==> src/rtl/exc_entry_pkg.sv <==
package exc_entry_pkg;
  typedef enum logic [1:0] {
    CAUSE_IRQ = 2'd0,
    CAUSE_NMI = 2'd1,
    CAUSE_BRK = 2'd2,
    CAUSE_BUS = 2'd3
  } cause_e;

  typedef enum logic [1:0] {
    ST_IDLE = 2'd0,
    ST_REQ  = 2'd1,
    ST_WAIT = 2'd2
  } state_e;
endpackage

==> src/rtl/exc_arbiter.sv <==
module exc_arbiter
  import exc_entry_pkg::*;
#(
  parameter int XLEN      = 32,
  parameter int VW        = 8,
  parameter int VERW      = 8,
  parameter int I_BIT     = 5,
  parameter int M_BIT_OLD = 7,
  parameter int M_BIT_NEW = 9,
  parameter int VER_SPLIT = 32
) (
  input  logic            req_irq,
  input  logic            req_nmi,
  input  logic            req_brk,
  input  logic            req_bus,
  input  logic            irq_locked,
  input  logic [XLEN-1:0] ccs,
  input  logic [VERW-1:0] version,
  input  logic [VW-1:0]   irq_vec,
  input  logic [VW-1:0]   trap_vec,
  input  logic [VW-1:0]   fault_vec,
  output logic            take,
  output cause_e          cause,
  output logic [VW-1:0]   vec,
  output logic [XLEN-1:0] m_mask
);
  logic nmi_ok, irq_ok;

  always_comb begin
    m_mask = (version < VERW'(VER_SPLIT)) ? (XLEN'(1) << M_BIT_OLD)
                                          : (XLEN'(1) << M_BIT_NEW);
    nmi_ok = req_nmi && ((ccs & m_mask) != '0);
    irq_ok = req_irq && ccs[I_BIT] && !irq_locked;
    take   = req_bus || req_brk || nmi_ok || irq_ok;
    if (req_bus) begin
      cause = CAUSE_BUS;
      vec   = fault_vec;
    end else if (req_brk) begin
      cause = CAUSE_BRK;
      vec   = trap_vec;
    end else if (nmi_ok) begin
      cause = CAUSE_NMI;
      vec   = '0;
    end else begin
      cause = CAUSE_IRQ;
      vec   = irq_vec;
    end
  end
endmodule

==> src/rtl/exc_ccs_shift.sv <==
module exc_ccs_shift #(
  parameter int XLEN = 32
) (
  input  logic [XLEN-1:0] ccs_old,
  output logic [XLEN-1:0] ccs_new
);
  localparam int KEEP  = 2;
  localparam int SHIFT = 10;
  localparam int FIELD = XLEN - KEEP - SHIFT;

  always_comb begin
    ccs_new = {ccs_old[XLEN-1 -: KEEP], ccs_old[FIELD-1:0], {SHIFT{1'b0}}};
  end
endmodule

==> src/rtl/exc_entry_seq.sv <==
module exc_entry_seq
  import exc_entry_pkg::*;
#(
  parameter int XLEN      = 32,
  parameter int VW        = 8,
  parameter int VERW      = 8,
  parameter int DSW       = 2,
  parameter int I_BIT     = 5,
  parameter int U_BIT     = 6,
  parameter int M_BIT_OLD = 7,
  parameter int M_BIT_NEW = 9,
  parameter int VER_SPLIT = 32
) (
  input  logic            clk,
  input  logic            rst_n,
  input  logic            req_irq,
  input  logic            req_nmi,
  input  logic            req_brk,
  input  logic            req_bus,
  input  logic            irq_locked,
  input  logic [VW-1:0]   irq_vec,
  input  logic [VW-1:0]   trap_vec,
  input  logic [VW-1:0]   fault_vec,
  input  logic [VERW-1:0] version,
  input  logic [XLEN-1:0] pc_in,
  input  logic [XLEN-1:0] sp_in,
  input  logic [XLEN-1:0] ksp_in,
  input  logic [XLEN-1:0] ccs_in,
  input  logic [XLEN-1:0] ebp_in,
  input  logic [DSW-1:0]  dslot_off,
  output logic            rd_req_valid,
  input  logic            rd_req_ready,
  output logic [XLEN-1:0] rd_addr,
  input  logic            rd_resp_valid,
  input  logic [XLEN-1:0] rd_resp_data,
  output logic            done,
  output logic [3:0]      ack,
  output logic [XLEN-1:0] pc_out,
  output logic [XLEN-1:0] ret_addr,
  output logic            erp_we,
  output logic            nrp_we,
  output logic [XLEN-1:0] exs_out,
  output logic [XLEN-1:0] ccs_out,
  output logic            swap_we,
  output logic [XLEN-1:0] usp_out,
  output logic [XLEN-1:0] sp_out,
  output logic            dslot_clr
);
  localparam int IDXW   = 8;
  localparam int IDXPOS = 8;
  localparam int NCAUSE = 4;

  // arbitration
  logic            take;
  cause_e          cause;
  logic [VW-1:0]   vec;
  logic [XLEN-1:0] m_mask;

  exc_arbiter #(
    .XLEN(XLEN), .VW(VW), .VERW(VERW), .I_BIT(I_BIT),
    .M_BIT_OLD(M_BIT_OLD), .M_BIT_NEW(M_BIT_NEW), .VER_SPLIT(VER_SPLIT)
  ) u_arb (
    .req_irq(req_irq), .req_nmi(req_nmi), .req_brk(req_brk), .req_bus(req_bus),
    .irq_locked(irq_locked), .ccs(ccs_in), .version(version),
    .irq_vec(irq_vec), .trap_vec(trap_vec), .fault_vec(fault_vec),
    .take(take), .cause(cause), .vec(vec), .m_mask(m_mask)
  );

  // status word: drop the NMI enable for NMI entry, then push
  logic [XLEN-1:0] ccs_work, ccs_shifted;
  always_comb begin
    ccs_work = (cause == CAUSE_NMI) ? (ccs_in & ~m_mask) : ccs_in;
  end

  exc_ccs_shift #(.XLEN(XLEN)) u_shift (
    .ccs_old(ccs_work),
    .ccs_new(ccs_shifted)
  );

  // registers
  state_e          state_q, state_d;
  logic            done_q, done_d;
  logic            cap_en, pc_en;
  cause_e          cause_q;
  logic [XLEN-1:0] ret_q, exs_q, ccs_q, usp_q, ksp_q, addr_q, pc_q;
  logic            swap_q, ds_q;

  // next state
  always_comb begin
    state_d = state_q;
    done_d  = 1'b0;
    cap_en  = 1'b0;
    pc_en   = 1'b0;
    case (state_q)
      ST_IDLE: if (take && !done_q) begin
        cap_en  = 1'b1;
        state_d = ST_REQ;
      end
      ST_REQ:  if (rd_req_ready) state_d = ST_WAIT;
      ST_WAIT: if (rd_resp_valid) begin
        pc_en   = 1'b1;
        done_d  = 1'b1;
        state_d = ST_IDLE;
      end
      default: state_d = ST_IDLE;
    endcase
  end

  always_ff @(posedge clk or negedge rst_n) begin
    if (!rst_n) begin
      state_q <= ST_IDLE;
      done_q  <= 1'b0;
    end else begin
      state_q <= state_d;
      done_q  <= done_d;
    end
  end

  always_ff @(posedge clk or negedge rst_n) begin
    if (!rst_n) begin
      cause_q <= CAUSE_IRQ;
      ret_q   <= '0;
      exs_q   <= '0;
      ccs_q   <= '0;
      usp_q   <= '0;
      ksp_q   <= '0;
      addr_q  <= '0;
      swap_q  <= 1'b0;
      ds_q    <= 1'b0;
    end else if (cap_en) begin
      cause_q <= cause;
      ret_q   <= pc_in - XLEN'(dslot_off);
      exs_q   <= XLEN'(vec[IDXW-1:0]) << IDXPOS;
      ccs_q   <= ccs_shifted;
      usp_q   <= sp_in;
      ksp_q   <= ksp_in;
      addr_q  <= ebp_in + (XLEN'(vec) << 2);
      swap_q  <= ccs_in[U_BIT];
      ds_q    <= (dslot_off != '0);
    end
  end

  always_ff @(posedge clk or negedge rst_n) begin
    if (!rst_n) pc_q <= '0;
    else if (pc_en) pc_q <= rd_resp_data;
  end

  // outputs
  assign rd_req_valid = (state_q == ST_REQ);
  assign rd_addr      = addr_q;
  assign done         = done_q;
  assign pc_out       = pc_q;
  assign ret_addr     = ret_q;
  assign erp_we       = done_q && (cause_q != CAUSE_NMI);
  assign nrp_we       = done_q && (cause_q == CAUSE_NMI);
  assign exs_out      = exs_q;
  assign ccs_out      = ccs_q;
  assign swap_we      = done_q && swap_q;
  assign usp_out      = usp_q;
  assign sp_out       = ksp_q;
  assign dslot_clr    = done_q && ds_q;

  for (genvar g = 0; g < NCAUSE; g++) begin : g_ack
    assign ack[g] = done_q && (cause_q == cause_e'(g));
  end

  // checks
  AST_DONE_PULSE: assert property (@(posedge clk) disable iff (!rst_n)
    done |=> !done);
  AST_REQ_HOLD: assert property (@(posedge clk) disable iff (!rst_n)
    (rd_req_valid && !rd_req_ready) |=> (rd_req_valid && $stable(rd_addr)));
  AST_DONE_AFTER_RESP: assert property (@(posedge clk) disable iff (!rst_n)
    $rose(done) |-> $past(rd_resp_valid));
  AST_ONE_RET_REG: assert property (@(posedge clk) disable iff (!rst_n)
    done |-> $onehot({erp_we, nrp_we}));
  AST_ACK_ONEHOT: assert property (@(posedge clk) disable iff (!rst_n)
    $onehot0(ack) && (done == (ack != 4'b0)));
endmodule

==> config.mk <==
export PLATFORM = sky130hd
export DESIGN_NAME = exc_entry_seq
export DESIGN_NICKNAME = d
export VERILOG_FILES = /design/src/rtl/exc_entry_pkg.sv /design/src/rtl/exc_arbiter.sv /design/src/rtl/exc_ccs_shift.sv /design/src/rtl/exc_entry_seq.sv
export SDC_FILE = /design/constraint.sdc
export NUM_CORES = 1
export LEC_CHECK = 0
export ABC_AREA = 1
export BUFFER_PORTS_ARGS = -buffer_cell sky130_fd_sc_hd__buf_2
export CAP_MARGIN = 0
export CORE_MARGIN = 2
export CORE_UTILIZATION = 25
export CTS_BUF_LIST = sky130_fd_sc_hd__clkbuf_16
export DETAILED_ROUTE_END_ITERATION = 8
export PLACE_DENSITY = 0.51
export SLEW_MARGIN = 20
export SYNTH_ARGS = -nofsm -noshare
export SYNTH_HDL_FRONTEND = slang
export SYNTH_SLANG_ARGS = --single-unit
==> constraint.sdc <==
create_clock -name clk -period 2.8 [get_ports clk]
set_input_delay 0.84 -clock clk [delete_from_list [all_inputs] [get_ports clk]]
set_output_delay 0.84 -clock clk [all_outputs]
set_load 0.005 [all_outputs]
# --- Yosys cells after proc, flatten, opt, wreduce, memory -nomap -nowiden ---
# Index checks and enable logic that the tools add are counted.
classes:
  div: 0
  shifts: 0
  eq_ne: 10
  n_lt_le_gt_ge: 1
  n_mul: 0
  mux: 16
  bitwise: 3
  add_sub_neg: 2
  reduce_logical: 21
ops:
  columns: ["cell", "n"]
  rows:
  - ["32-bit AND", 2]
  - ["32-bit by 10-bit adder with 32-bit output", 1]
  - ["32-bit 2-to-1 mux", 1]
  - ["32-bit inverter", 1]
  - ["32-bit nonzero test", 1]
  - ["32-bit by 2-bit subtractor with 32-bit output", 1]
  - ["8-bit 2-to-1 mux", 3]
  - ["1-bit logical AND", 11]
  - ["10-bit 2-to-1 mux", 1]
  - ["2-bit 2-to-1 mux", 5]
  - ["8-bit by 6-bit less-than comparator with 1-bit output (second input constant)", 1]
  - ["2-bit by 1-bit == test with 1-bit output (second input constant)", 3]
  - ["2-bit == test (second input constant)", 3]
  - ["2-bit case mux with 3 select lines", 1]
  - ["1-bit 2-to-1 mux", 5]
  - ["2-bit logical NOT", 2]
  - ["2-bit by 1-bit != test with 1-bit output (second input constant)", 2]
  - ["2-bit != test (second input constant)", 2]
  - ["1-bit logical OR", 3]
  - ["3-bit AND reduction", 1]
  - ["1-bit logical NOT", 2]
  - ["2-bit nonzero test", 1]
totals:
  latchBits: 0
  mem_count: 0
  mem_bits_ro: 0
  in_bits: 235
  ramBits: 0
  output_inout_bits: 234
  regBits: 197

# --- Logic depth before layout (Yosys ltp) ---
logic_depth:
  word_depth: 10
  ltp_mapped: 22
  mapped_depth_nobuf: 21

# --- Modules after synthesis ---
# A second synthesis with hierarchy kept.
hier_totals:
  cells_unflattened: 1540
  hier_area_um2: 11153.2
modules_own_cells:
  columns: ["module", "area_per_inst_um2", "cells_per_inst", "instances", "seq_area_each_um2"]
  rows:
  - ["exc_entry_seq", 10322.4, 1409, 1, 5180.0]
  - ["exc_arbiter", 586.8, 98, 1, 0.0]
  - ["exc_ccs_shift", 244.0, 33, 1, 0.0]

# --- Least setup slack after synthesis ---
# Ideal clock, no wire load.
synth_timing:
  path_kind: "in2reg"
  from: "in version[7]"
  to: "reg addr_q[14] (netlist: rd_addr[14])"
  cell_stages: 18
  arrival_time_ns: 2.839
  setup_slack_ns: -0.156
  required_time_ns: 2.683
  setup_time_ns: 0.117
  cell_sequence: "nor2_2 -> nand2_1 -> nand2_1 -> nand3_2 -> buf_2 -> nand3_1 -> nand2_1 -> o21ai_0 -> inv_1 -> ha_1 -> fa_1 -> nand2_1 -> o21ai_0 -> nand3_1 -> nand2_1 -> xor2_1 -> nand2_1 -> nand2_1"
synth_between:
  elab_cells_between_ends: 14
  classes_between: "1 x add/sub; 1 x order compare; 6 x mux; 1 x bitwise; 5 x reduce/logical"
synth_rtl:
  columns: ["item", "line", "text"]
  rows:
  - ["from (decl)", "exc_entry_seq.sv:24", "input logic [VERW-1:0] version,"]
  - ["8-bit by 6-bit less-than comparator with 1-bit output", "exc_arbiter.sv:30", "m_mask = (version < VERW'(VER_SPLIT)) ? (XLEN'(1) << M_BIT_OLD)"]
  - ["10-bit 2-to-1 mux", "exc_arbiter.sv:30", null]
  - ["32-bit AND", "exc_arbiter.sv:32", "nmi_ok = req_nmi && ((ccs & m_mask) != '0);"]
  - ["32-bit nonzero test", "exc_arbiter.sv:32", null]
  - ["1-bit logical AND", "exc_arbiter.sv:32", null]
  - ["8-bit 2-to-1 mux", "exc_arbiter.sv:41", "end else if (nmi_ok) begin"]
  - ["8-bit 2-to-1 mux", "exc_arbiter.sv:38", "end else if (req_brk) begin"]
  - ["8-bit 2-to-1 mux", "exc_arbiter.sv:35", "if (req_bus) begin"]
  - ["net u_arb.vec[0]", "exc_arbiter.sv:24", "output logic [VW-1:0] vec,"]
  - ["32-bit by 10-bit adder with 32-bit output", "exc_entry_seq.sv:137", "addr_q <= ebp_in + (XLEN'(vec) << 2);"]
  - ["to (signal assigned)", "exc_entry_seq.sv:137", null]
  - ["to (decl)", "exc_entry_seq.sv:85", "logic [XLEN-1:0] ret_q, exs_q, ccs_q, usp_q, ksp_q, addr_q, pc_q;"]
# The timed path passes the listed nets, and every way through them passes these cells.
# A chain may end at the register's enable or synchronous reset.

# --- Worst setup path in the final report ---
layout_timing:
  from: "in version[7]"
  to: "reg addr_q[30] (netlist: rd_addr[30])"
# Same word-level chain as after synthesis.

==> impl_metrics.ini <==
[outcome]
outcome = finished, final reports clean

[yosys]
synth_edf_count = 0
synth_common_cells = 645 x nand2_1, 196 x dfrtp_1, 89 x nor2_1, 78 x inv_1, 55 x nand3_1
synthArstFlopShare = 1.00
synth_ff_type = dfrtp_1
ys_seq_area_frac = 0.499
yosys-top-cells-area = dfrtp_1 50%, nand2_1 25%, nor2_1 3.4%
synth_top_area_cell = dfrtp_1
ys.warnings.count = 0
netlist.area_leader.share = 0.499
synthMostInstantiatedCell = nand2_1
syn_area_um2 = 9840
ys_types = 28
synthCells = 1296
synth-seq-cells = 196
syn_avg_cell_area_um2 = 7.59

[routing]
drtAntennaViolNets = 0
via_per_inst = 4.21
drtIter0Drc = 499
vias = 9551
wl_mm = 34.0
route.detailed.drc = 0
firstDrtPassIters = 4
avgRoutedWirePerCell_um = 15.0

[pwr]
p_leak_nw = 7.45
power_density_nw_per_um2 = 943
p_switching_mw = 4.99
clock_power_share = 0.189
p_seq_frac = 0.395
power_frac_comb = 0.416
switching_share = 0.398
p_int_mw = 7.54
ir_drop_mv = 0.408

[critical_path]
path_cells = buf_2 -> nor2_2 -> nand2_1 -> nand2_2 -> nand3_4 -> buf_4 -> nand3_1 -> nand2_1 -> o21ai_2 -> inv_1 -> ha_1 -> inv_1 -> o21ai_2 -> nand3_1 -> nand2_2 -> nand2_1 -> nand2_1 -> nand2_1 -> nand2_1 -> nand2_1
worstSetupPathType = input port to flip-flop
slowest_delay_ps = 310
cp.required_ps = 3150
cp.arrival_ps = 3000
cp_slowest_cell = ha_1
crit_top_cell = nand2_1
rr_worst_depth = 6
r2r-start = state_q[0]$_DFFE_PN0P_
critPathCaptureType = flip-flop
crit_path_start_kind = input port
crit_path_max_fanout = 7
r2r-end = ccs_out[30]$_DFFE_PN0P_
ff2ff_setup_slack_ps = 1170

[placed_design]
hpwl_mm = 26.7
post-place-ws_ps = -516
routabilityCongestion = 0.872
place_inst = 2231
port_buffers = 419

[floorplan]
initial_core_util = 0.254
rows = 72
boundaryPins = 469
core_area_um2 = 38700
die_w_um = 202
die_y_um = 202
die_area_um2 = 40900

[clock_network]
worstSkewPairLatency_ps = 470
cts_buffer_depth = 2
cts_tree = done
cts_buffers = 17
cts.sinks = 196
cts_resized = 0
clk_pin_slew_ps = 70
ctsHoldBuffers = 0
cts_setup_buffers = 0
ctsRootBufferMaster = clkbuf_16
cts_htree_levels = 4

[timing]
rsz0062_at_grt = true
worst_pin_slew_ps = 597
finalCritPeriodShare = 0.945
setup_violations = 0
slew_violations = 0
fin_ws_ps = 154
whs_ps = 381
finClkSkew_ps = 18.1
min_period_ps = 2650
hold_viol_final = 0
fmax_mhz = 378
max_slew_margin = 0.602

[global_route]
grt_max_degree = 71
grt_overflow = 0
antenna_found_initial = 5
grt.total_usage = 0.167
grt_pass1_wl_mm = 53.2
grt_pass1_vias = 9530

[final_layout]
area_delta_synth_final_pct = 35.1
drive_gt1_frac = 0.307
stdcell_count = 2266
fin_nets = 1979

[run]
cap_violations = 0

[hold_path]
hp-class = input port to async pin
[kinds of logic after synthesis]
| logic type | count (synthesis) | share of synthesized area |
|---|---|---|
| flip-flops | 196 | 0.499 |
| AO/OA/AOI/OAI | 70 | 0.0361 |
| other | 1 | 0.000381 |
| adder cells (fa/ha/maj) | 12 | 0.0168 |
| AND/OR/NAND/NOR | 825 | 0.332 |
| buffers and inverters | 159 | 0.0864 |
| XOR/XNOR | 33 | 0.0294 |
[worst max-delay path by stage]
stage                          start                      end  slack [ps]  cells past startpoint
after floorplan           version[7]  rd_addr[13]$_DFFE_PN0P_           2                     19
after detailed placement  version[7]  rd_addr[15]$_DFFE_PN0P_        -520                     20
final                     version[7]  rd_addr[30]$_DFFE_PN0P_         150                     20
after global placement    version[7]  rd_addr[31]$_DFFE_PN0P_        -490                     22
after global routing      version[7]  rd_addr[29]$_DFFE_PN0P_         -20                     23
after CTS                 version[7]  rd_addr[15]$_DFFE_PN0P_         0.3                     20
[sequential cells by signal, indices dropped and copies added (netlist names)]
register,cells
exs_out,8
rd_addr,32
ccs_out,22
ret_addr,32
done,1
ds_q,1
pc_out,32
usp_out,32
state_q,2
cause_q,2
sp_out,32
[final cells by class]
type	count	area, um2
Clock inverter	15	119
Timing Repair Buffer	464	2520
Inverter	79	299
Multi-Input combinational cell	974	4370
Sequential cell	196	4900
Fill cell	4192	25400
Clock buffer	17	425
Antenna cell	3	7.51
Tap cell	518	648
[per-layer routing]
layer | track usage | vias up | share of wire
met1 | 0.211 | 4431 | 0.44
met3 | 0.0390 | 31 | 0.056
met5 | 0 | - | 0.00068
met2 | 0.283 | 293 | 0.48
met4 | 0.0508 | 4 | 0.016
li1 | - | 4792 | -
[layout by cell type, fill, tap and decap left out, types with 2 or more instances in the layout]
cell type,instances
conb_1,34
clkinvlp_4,6
buf_2,418
nand3_4,2
inv_1,78
nand3_1,54
clkbuf_16,17
xnor2_1,17
or2_2,4
xor2_1,16
o21ai_0,40
o21ai_1,6
diode_2,3
nand2_2,7
buf_4,39
nor2_1,88
o31ai_1,2
buf_12,6
and2_1,2
o21ai_2,8
ha_4,5
a21oi_1,13
nand3_2,2
nand4_1,9
clkinv_2,3
nor2_2,5
inv_2,2
nand2_4,2
nand2_1,637
ha_1,5
nand3b_1,5
dfrtp_1,196
nor3_1,6
[power groups by stage]
stage / Combinational [mW] / Clock, mW / Sequential (mW)
after floorplan: 2.69 / 0 / 5.07
after global placement: 5.26 / 0 / 4.94
final: 5.21 / 2.37 / 4.94
after CTS: 5.35 / 2.47 / 4.95
after detailed placement: 5.33 / 0 / 4.98
after global routing: 5.96 / 2.58 / 5.13
[stage by stage]
step / cell area (um2) / utilization / setup TNS [ps] / total power [mW]
detailed placement: 12600 / 0.326 / -11840 / 10.3
finish: 13300 / 0.343 / 0 / 12.5
CTS: 13200 / 0.340 / 0 / 12.8
global placement: 12600 / 0.326 / -11310 / 10.2
floorplan: 10000 / - / 0 / 7.76
global route: 13300 / 0.343 / -24.6 / 13.7
[critical path, delay by kind of cell]
kind	cells	cell delay, ps
buffers and inverters	4	420
adders and majority gates	1	310
and+or+nand+nor	13	1110
AOI/OAI and AO/OA	2	280
No activity file was read; power rests on OpenSTA's default activity.
